File: config.mk
export PLATFORM = sky130hd
export DESIGN_NAME = wdog_escalate
export DESIGN_NICKNAME = d
export VERILOG_FILES = /design/src/rtl/wdog_pkg.sv /design/src/rtl/wdog_ctrl.sv /design/src/rtl/wdog_datapath.sv /design/src/rtl/wdog_escalate.sv
export SDC_FILE = /design/constraint.sdc
export NUM_CORES = 1
export LEC_CHECK = 0
export BUFFER_PORTS_ARGS = -buffer_cell sky130_fd_sc_hd__buf_2
export CORE_MARGIN = 3
export CORE_UTILIZATION = 47
export DETAILED_ROUTE_END_ITERATION = 8
export PLACE_DENSITY = 0.76
export RECOVER_POWER = 25
export SYNTH_ARGS = -nofsm -noshare
export SYNTH_HDL_FRONTEND = slang
export SYNTH_SLANG_ARGS = --single-unit
File: constraint.sdc
create_clock -name clk -period 3 [get_ports clk]
set_input_delay 0.3 -clock clk [delete_from_list [all_inputs] [get_ports clk]]
set_output_delay 0.3 -clock clk [all_outputs]
set_load 0.01 [all_outputs]
File: src/rtl/wdog_pkg.sv
package wdog_pkg;
  localparam logic [31:0] UNLOCK_KEY = 32'h0000_C45A;
  localparam logic [3:0]  OFS_CFG    = 4'h0;
  localparam logic [3:0]  OFS_CMD    = 4'h8;
  localparam logic [3:0]  OFS_UNLOCK = 4'hC;
  localparam int          LAST_STAGE = 5;
  localparam int          CNT_W      = $clog2(LAST_STAGE + 1);

  // control-to-datapath strobes
  typedef struct packed {
    logic clear;
    logic tick;
  } wdgStrobe_t;

  typedef struct packed {
    logic porEn;
    logic dbgEn;
    logic remoteEn;
    logic fiqEn;
    logic localEn;
  } wdgEnables_t;
endpackage

File: src/rtl/wdog_ctrl.sv
module wdog_ctrl
  import wdog_pkg::*;
#(
  parameter int NUM_SRC = 16,
  parameter int ADDR_W  = 4,
  parameter int PSC_W   = 8
) (
  input  logic               clk,
  input  logic               rstN,
  input  logic               busWrEn,
  input  logic [ADDR_W-1:0]  busAddr,
  input  logic [31:0]        busWrData,
  input  logic [NUM_SRC-1:0] timerExpiry,
  output wdgStrobe_t         strobe,
  output wdgEnables_t        enables
);
  localparam int SEL_W = 4;
  localparam int PAD_N = 1 << SEL_W;

  logic [PSC_W-1:0] period, pscCnt, periodEff;
  logic [SEL_W-1:0] srcSel;
  logic [PAD_N-1:0] expiryPad;
  logic running, unlockArmed;
  logic cfgWr, cmdWr, unlockWr, stopReq, startReq, pulseSeen, tick;

  assign cfgWr    = busWrEn && (busAddr == ADDR_W'(OFS_CFG));
  assign cmdWr    = busWrEn && (busAddr == ADDR_W'(OFS_CMD));
  assign unlockWr = busWrEn && (busAddr == ADDR_W'(OFS_UNLOCK));
  assign stopReq  = cmdWr && busWrData[1] && unlockArmed;
  assign startReq = cmdWr && busWrData[0] && !busWrData[1] && !running;

  always_comb begin
    expiryPad = '0;
    expiryPad[NUM_SRC-1:0] = timerExpiry;
  end

  assign periodEff = (period == '0) ? PSC_W'(1) : period;
  assign pulseSeen = running && expiryPad[srcSel] && !stopReq;
  assign tick      = pulseSeen && (pscCnt == periodEff - PSC_W'(1));
  assign strobe    = '{clear: stopReq, tick: tick};

  always_ff @(posedge clk) begin
    if (!rstN) begin
      enables     <= '0;
      period      <= '0;
      srcSel      <= '0;
      unlockArmed <= 1'b0;
      running     <= 1'b0;
      pscCnt      <= '0;
    end else begin
      if (cfgWr) begin
        enables <= wdgEnables_t'(busWrData[16:12]);
        period  <= busWrData[4 +: PSC_W];
        srcSel  <= busWrData[SEL_W-1:0];
      end
      if (cmdWr)         unlockArmed <= 1'b0;
      else if (unlockWr) unlockArmed <= (busWrData == UNLOCK_KEY);
      if (stopReq)       running <= 1'b0;
      else if (startReq) running <= 1'b1;
      if (stopReq || startReq) pscCnt <= '0;
      else if (pulseSeen)      pscCnt <= tick ? '0 : pscCnt + PSC_W'(1);
    end
  end

  // a stop without the key leaves the counter running
  a_r8_locked_stop: assert property (@(posedge clk) disable iff (!rstN)
    (cmdWr && busWrData[1] && !unlockArmed && running) |=> running);
  // any command write leaves the unlock disarmed
  a_r9_unlock_consumed: assert property (@(posedge clk) disable iff (!rstN)
    cmdWr |=> !unlockArmed);
  // nothing advances while stopped
  a_r2_idle_no_tick: assert property (@(posedge clk) disable iff (!rstN)
    $past(!running && !startReq) |-> !strobe.tick || running);
endmodule

File: src/rtl/wdog_datapath.sv
module wdog_datapath
  import wdog_pkg::*;
(
  input  logic        clk,
  input  logic        rstN,
  input  wdgStrobe_t  strobe,
  input  wdgEnables_t enables,
  output logic        intLocal,
  output logic        fiqLocal,
  output logic        intRemote,
  output logic        debugRstReq,
  output logic        porRstReq
);
  logic [CNT_W-1:0] expCount, nextCount;

  assign nextCount = expCount + CNT_W'(1);

  always_ff @(posedge clk) begin
    if (!rstN) begin
      expCount    <= '0;
      intLocal    <= 1'b0;
      fiqLocal    <= 1'b0;
      intRemote   <= 1'b0;
      debugRstReq <= 1'b0;
      porRstReq   <= 1'b0;
    end else if (strobe.clear) begin
      expCount  <= '0;
      intLocal  <= 1'b0;
      fiqLocal  <= 1'b0;
      intRemote <= 1'b0;
    end else if (strobe.tick && expCount != CNT_W'(LAST_STAGE)) begin
      expCount <= nextCount;
      case (nextCount)
        CNT_W'(1): begin
          intLocal <= enables.localEn;
          fiqLocal <= enables.fiqEn;
        end
        CNT_W'(2): intRemote <= enables.remoteEn;
        CNT_W'(4): debugRstReq <= debugRstReq | enables.dbgEn;
        CNT_W'(5): porRstReq   <= porRstReq | enables.porEn;
        default: ;
      endcase
    end
  end

  // reset requests are sticky
  a_r11_por_sticky: assert property (@(posedge clk) disable iff (!rstN)
    porRstReq |=> porRstReq);
  a_r11_dbg_sticky: assert property (@(posedge clk) disable iff (!rstN)
    debugRstReq |=> debugRstReq);
  // interrupts fall only on an accepted stop
  a_r10_int_drop: assert property (@(posedge clk) disable iff (!rstN)
    $fell(intLocal) |-> $past(strobe.clear));
  // power-on reset only at the last stage
  a_r7_por_last: assert property (@(posedge clk) disable iff (!rstN)
    $rose(porRstReq) |-> expCount == CNT_W'(LAST_STAGE));
  // the count saturates at the last stage
  a_r7_count_range: assert property (@(posedge clk) disable iff (!rstN)
    expCount <= CNT_W'(LAST_STAGE));
endmodule

File: src/rtl/wdog_escalate.sv
module wdog_escalate
  import wdog_pkg::*;
#(
  parameter int NUM_SRC = 16,
  parameter int ADDR_W  = 4
) (
  input  logic               clk,
  input  logic               rstN,
  input  logic               busWrEn,
  input  logic [ADDR_W-1:0]  busAddr,
  input  logic [31:0]        busWrData,
  input  logic [NUM_SRC-1:0] timerExpiry,
  output logic               intLocal,
  output logic               fiqLocal,
  output logic               intRemote,
  output logic               debugRstReq,
  output logic               porRstReq
);
  wdgStrobe_t  strobe;
  wdgEnables_t enables;

  wdog_ctrl #(.NUM_SRC(NUM_SRC), .ADDR_W(ADDR_W)) u_ctrl (
    .clk(clk), .rstN(rstN), .busWrEn(busWrEn), .busAddr(busAddr),
    .busWrData(busWrData), .timerExpiry(timerExpiry),
    .strobe(strobe), .enables(enables)
  );

  wdog_datapath u_dp (
    .clk(clk), .rstN(rstN), .strobe(strobe), .enables(enables),
    .intLocal(intLocal), .fiqLocal(fiqLocal), .intRemote(intRemote),
    .debugRstReq(debugRstReq), .porRstReq(porRstReq)
  );
endmodule

[Word-level counts from Yosys, hierarchy flattened]
Index checks and enable logic that the tools add are counted.
Operators by class
  $add $sub $neg: 3
  order comparisons: 1
  eq/ne operators: 9
  muxes and demuxes: 4
  bitwise logic cells: 4
  reductions and logical operators: 25
Operators with widths (number)
  32-bit by 16-bit equality test with 1-bit output (second input constant): 1
  8-bit two-way mux: 2
  1-bit logical AND: 12
  8-bit by 1-bit adder with 8-bit output (second input constant): 1
  4-bit equality test (second input constant): 2
  8-bit equality test: 1
  8-bit zero test: 1
  8-bit by 1-bit subtractor with 8-bit output (second input constant): 1
  3-bit equality test (second input constant): 2
  3-bit AND reduction: 2
  2-bit OR reduction: 3
  4-bit by 5-bit < comparator with 1-bit output (second input constant): 1
  1-bit binary-select mux with 4-bit select: 1
  4-bit zero test: 1
  2-bit AND reduction: 2
  3-bit by 1-bit adder with 3-bit output (second input constant): 1
  3-bit by 1-bit equality test with 1-bit output (second input constant): 1
  3-bit by 2-bit equality test with 1-bit output (second input constant): 1
  1-bit zero test: 3
  3-bit != test (second input constant): 1
  1-bit NOT: 2
  1-bit OR: 2
  1-bit logical OR: 1
  1-bit two-way mux: 1
Storage, ports and cells
  register bits: 35
  input port bits: 55
  output and inout bits: 5
  logic and storage cells: 62

[Depth between registers and ports, before layout]
  word-level depth: 9
  gate-level depth with buffers: 10
  gate-level depth less buffers: 9

[Hierarchy]
A second synthesis with hierarchy kept.
Second synthesis, totals
  cell total of the unflattened synthesis: 261
  area, all modules: 2157.1 µm²
By module, submodules not included
  wdog_ctrl: times used 1, cells each 212, area an instance 1720.4 µm², sequential area each 540.5 µm²
  wdog_datapath: times used 1, cells each 49, area an instance 436.7 µm², sequential area each 160.2 µm²

[Worst setup path before layout]
No wires, ideal clock.
  path kind: reg-to-reg
  from: register u_ctrl.period[2]
  to: register u_ctrl.pscCnt[3]
  setup time: 0.155 ns
  arrival time: 2.646 ns
  required time: 2.845 ns
  path slack: 0.200 ns
  cell stages (with the launch flop): 11
  buffers on the path: 1
  clock period less this slack: 2.800 ns
  cells stage by stage: dfxtp_1 -> or4_4 -> o41a_1 -> ha_1 -> or3b_1 -> or4_1 -> a31oi_1 -> nand4_2 -> buf_2 -> o211ai_1 -> a31oi_1
On the way
  cells in the longest elaborated chain, start to end: 6
RTL lines
  from (decl): RTL line wdog_ctrl.sv:20  | logic [PSC_W-1:0] period, pscCnt, periodEff;
  from (signal assigned): RTL line wdog_ctrl.sv:53  | period <= busWrData[4 +: PSC_W];
  8-bit zero test: RTL line wdog_ctrl.sv:37  | assign periodEff = (period == '0) ? PSC_W'(1) : period;
  8-bit two-way mux *: RTL line wdog_ctrl.sv:37
  8-bit by 1-bit subtractor with 8-bit output *: RTL line wdog_ctrl.sv:39  | assign tick = pulseSeen && (pscCnt == periodEff - PSC_W'(1));
  8-bit equality test *: RTL line wdog_ctrl.sv:39
  1-bit logical AND *: RTL line wdog_ctrl.sv:39
  8-bit two-way mux *: RTL line wdog_ctrl.sv:61  | else if (pulseSeen) pscCnt <= tick ? '0 : pscCnt + PSC_W'(1);
  to (signal assigned): RTL line wdog_ctrl.sv:61
  to (decl): RTL line wdog_ctrl.sv:20
Mark *: on every way between the ends. The rest lies on a longest branch, timed or not.
A chain may end at the register's enable or synchronous reset.

[Worst setup path after layout]
  from: register u_ctrl.period[4]
  to: register u_dp.intRemote
On the way
  cells in the longest elaborated chain, start to end: 7
RTL lines
  8-bit zero test: RTL line wdog_ctrl.sv:37
  8-bit two-way mux *: RTL line wdog_ctrl.sv:37
  8-bit by 1-bit subtractor with 8-bit output *: RTL line wdog_ctrl.sv:39
  8-bit equality test *: RTL line wdog_ctrl.sv:39
  1-bit logical AND *: RTL line wdog_ctrl.sv:39
  1-bit logical AND *: RTL line wdog_datapath.sv:31  | end else if (strobe.tick && expCount != CNT_W'(LAST_STAGE)) begin
  2-bit AND reduction (no source line) *
  to (signal assigned): RTL line wdog_datapath.sv:38  | CNT_W'(2): intRemote <= enables.remoteEn;
  to (decl): RTL line wdog_datapath.sv:10  | output logic intRemote,
Marks and branches as above.

==> impl_metrics.ini <==
[clocking]
htreeDepth = 2
numCtsBuffers = 5
hold_buffers = 0
path_clk_slew_ps = 80
clk-insertion-delay-late_ps = 290
clk_path_buf_depth = 2
cts_sinks = 35
cts_tree = built
cts-root-buf = clkbuf_8

[worst_setup_path]
rr_endpoint = u_dp.intRemote$_SDFFE_PP0P_
crit_path_cell_trace = or4_4 -> o41a_1 -> ha_1 -> or3b_1 -> or4_1 -> a31oi_4 -> nand4_4 -> nor4_4 -> mux2i_1
path_buf_inv = 0
worstSetupStartpointType = flop
critPathMaxStageDelay_ps = 550
cp_data_arrival_time_ps = 3080
path_class = reg2reg
crit_start = u_ctrl.period[4]$_SDFFE_PN0P_
reg2reg_from = u_ctrl.period[4]$_SDFFE_PN0P_
reg2reg_depth = 9
path_max_fanout = 6
cpLargestDelayFamily = simple AND/OR/NAND/NOR gates
regToRegSetupSlack_ps = 150
critPathCaptureType = flop
cp_slowest_cell = or4_1
required_ps = 3230

[logic_synthesis]
synth_fp_nets = 327
synth_common_cells = 59 x nand2_1, 35 x dfxtp_1, 17 x a21boi_1
seq_area_frac_synth_pct = 31.9
synth_warnings = 0
synth-async-reset-ratio_pct = 0
yosysTopAreaCell = dfxtp_1
synthFlopType = dfxtp_1
synth.cell_area_mm2 = 0.00219
synth_seq_cells = 35
synth_cell_types = 57
synth_cells = 265
yosysMostFrequentCell = nand2_1
avgSynthCellArea_um2 = 8.28
synth-edff-count = 0
synthTopCellsByArea = dfxtp_1 32%, nand2_1 10%, a21boi_1 5.8%
netlist.area_leader.share_pct = 31.9

[finish]
fill_cells = 401
nets = 390
num_antenna_cells = 0
drive_above_1_share_pct = 26.1
syn2layout_area_growth_pct = 22.5

[floorplan]
start_util_pct = 49.4
io_pins = 60
die_w_um = 74.3
die_y_um = 74.3
rows = 24
die_area_mm2 = 0.00552
fp.coreArea_mm2 = 0.00444

[detailed_routing]
drcViolationCount = 0
routed_wl_mm = 5.67
vias = 2182
vias_per_cell = 5.73
firstDrtPassIters = 4
ant_nets = 0
drt_iter0_drc = 164
wl_per_cell_um = 14.9

[power]
pwr_density_cell_mw_per_mm2 = 359
cellLeakagePower_nw = 0.987
irDropWorstVdd_uv = 225

[grt]
grt_pass1_vias = 2090
grt_max_degree = 23
antenna_found_initial = 0
groute.usage.overall_pct = 22.1
overflow = 0
grt_pass1_wl_mm = 9.50

[sta]
fin_skew_ps = 9.45
fmax_mhz = 351
holdWs_ps = 254
period_share_pct = 95.1
report.final.hold_viol_count = 0
max_slew_margin_pct = 57.0
maxSlewViolCount = 0
tightest_slew_ps = 644
setup-violations-final = 0
layout_min_cycle_time_ps = 2850
tns_ps = 0

[worst_hold_path]
whs_endpoint = u_ctrl.enables[3]$_SDFFE_PN0P_
hold-path-cell-count = 3
min_path_type = in2reg
worstHoldStart = busWrData[15]

[placed_design]
io_buffers = 59
routabilityCongestion = 0.875
dpl.hpwl_mm = 4.29

[job]
cap_violations = 0

[status]
status = completed
## where the power goes
group / internal, W / switching [W] / leakage (nW)
registers: 0.000468 / 0.00000284 / 0.282
clock network: 0.000163 / 0.000169 / 0.0422
logic: 0.0000780 / 0.0000852 / 0.663
## worst max path at each step
stage	slack, ps	cells past startpoint	to
2_1_floorplan	200	10	u_ctrl.pscCnt[3]$_SDFFE_PP0P_
3_3_place_gp	160	9	u_dp.intLocal$_SDFFE_PP0P_
3_5_place_dp	20	9	u_dp.intLocal$_SDFFE_PP0P_
4_1_cts	20	9	u_dp.fiqLocal$_SDFFE_PP0P_
5_1_grt	-6	9	u_dp.expCount[2]$_SDFFE_PP0P_
6_report	150	9	u_dp.intRemote$_SDFFE_PP0P_
## worst min-delay path, delay by kind of cell
kind / cells / cell delay, ps
AOI/OAI and AO/OA: 1 / 50
and+or+nand+nor: 1 / 50
buffers and inverters: 1 / 100
## final cells by class
cell class	count	area [um^2]	share of cell area [%]
inverter	6	22.5	0.838
clock buffer	7	76.3	2.84
multi-input combinational	209	1440	53.4
sequential	35	701	26.1
timing repair buffer	71	383	14.2
clock inverter	1	5.00	0.186
tap	52	65.1	2.42
## layer usage
| metal | vias up | global-route usage [%] | wire [um] | part of all wire (%) |
|---|---|---|---|---|
| met5 | - | 0 | 0 | 0 |
| met1 | 1001 | 27.8 | 2410 | 42 |
| li1 | 1093 | - | - | - |
| met3 | 14 | 5.41 | 300 | 5.3 |
| met4 | 0 | 8.70 | 115 | 2.0 |
| met2 | 74 | 36.6 | 2850 | 50 |
## cells by family after synthesis
family                     Yosys count  synth area share, %
AOI/OAI and AO/OA                   62                 21.2
adders and majority gates            7                 3.99
muxes                               10                 5.82
xor gates and xnor gates             8                 3.82
DFF                                 35                 31.9
and+or+nand+nor                    122                 29.1
buffers and inverters               21                 4.16
## repair_timing
action | CTS | global route
resized for setup | 0 | 6
endpoints found under the setup margin | 0 | 14
setup buffers | 0 | 2
## placed cells by master, fill, tap and decap left out, types with 5 or more instances in the layout
master / n
nand2_1: 59
buf_2: 54
dfxtp_1: 35
a21boi_1: 14
nor2_1: 12
o211ai_1: 11
buf_4: 11
nand3_1: 10
ha_1: 7
clkbuf_1: 7
inv_1: 6
nor2b_1: 6
mux2i_1: 6
a31oi_1: 6
nor4b_1: 5
nand4_1: 5
clkbuf_8: 5
## through the flow
step	instances	power (W)	worst slack (ps)	area (um^2)	utilization, %
finish	381	0.000966	148	2690	60.5
floorplan	265	0.000569	200	2190	-
CTS	379	0.000952	15.2	2640	59.5
detailed placement	371	0.000622	23.0	2560	57.6
global placement	371	0.000618	159	2560	57.6
global route	381	0.00101	-5.68	2690	60.5
## state kept, by name (all words and copies together) (netlist names)
signal              cells
u_ctrl.running          1
u_ctrl.enables          5
u_dp.porRstReq          1
u_ctrl.unlockArmed      1
u_dp.intRemote          1
u_ctrl.pscCnt           8
u_ctrl.srcSel           4
u_dp.expCount           3
u_ctrl.period           8
u_dp.fiqLocal           1
u_dp.debugRstReq        1
u_dp.intLocal           1
(Power assumes the default switching activity.)
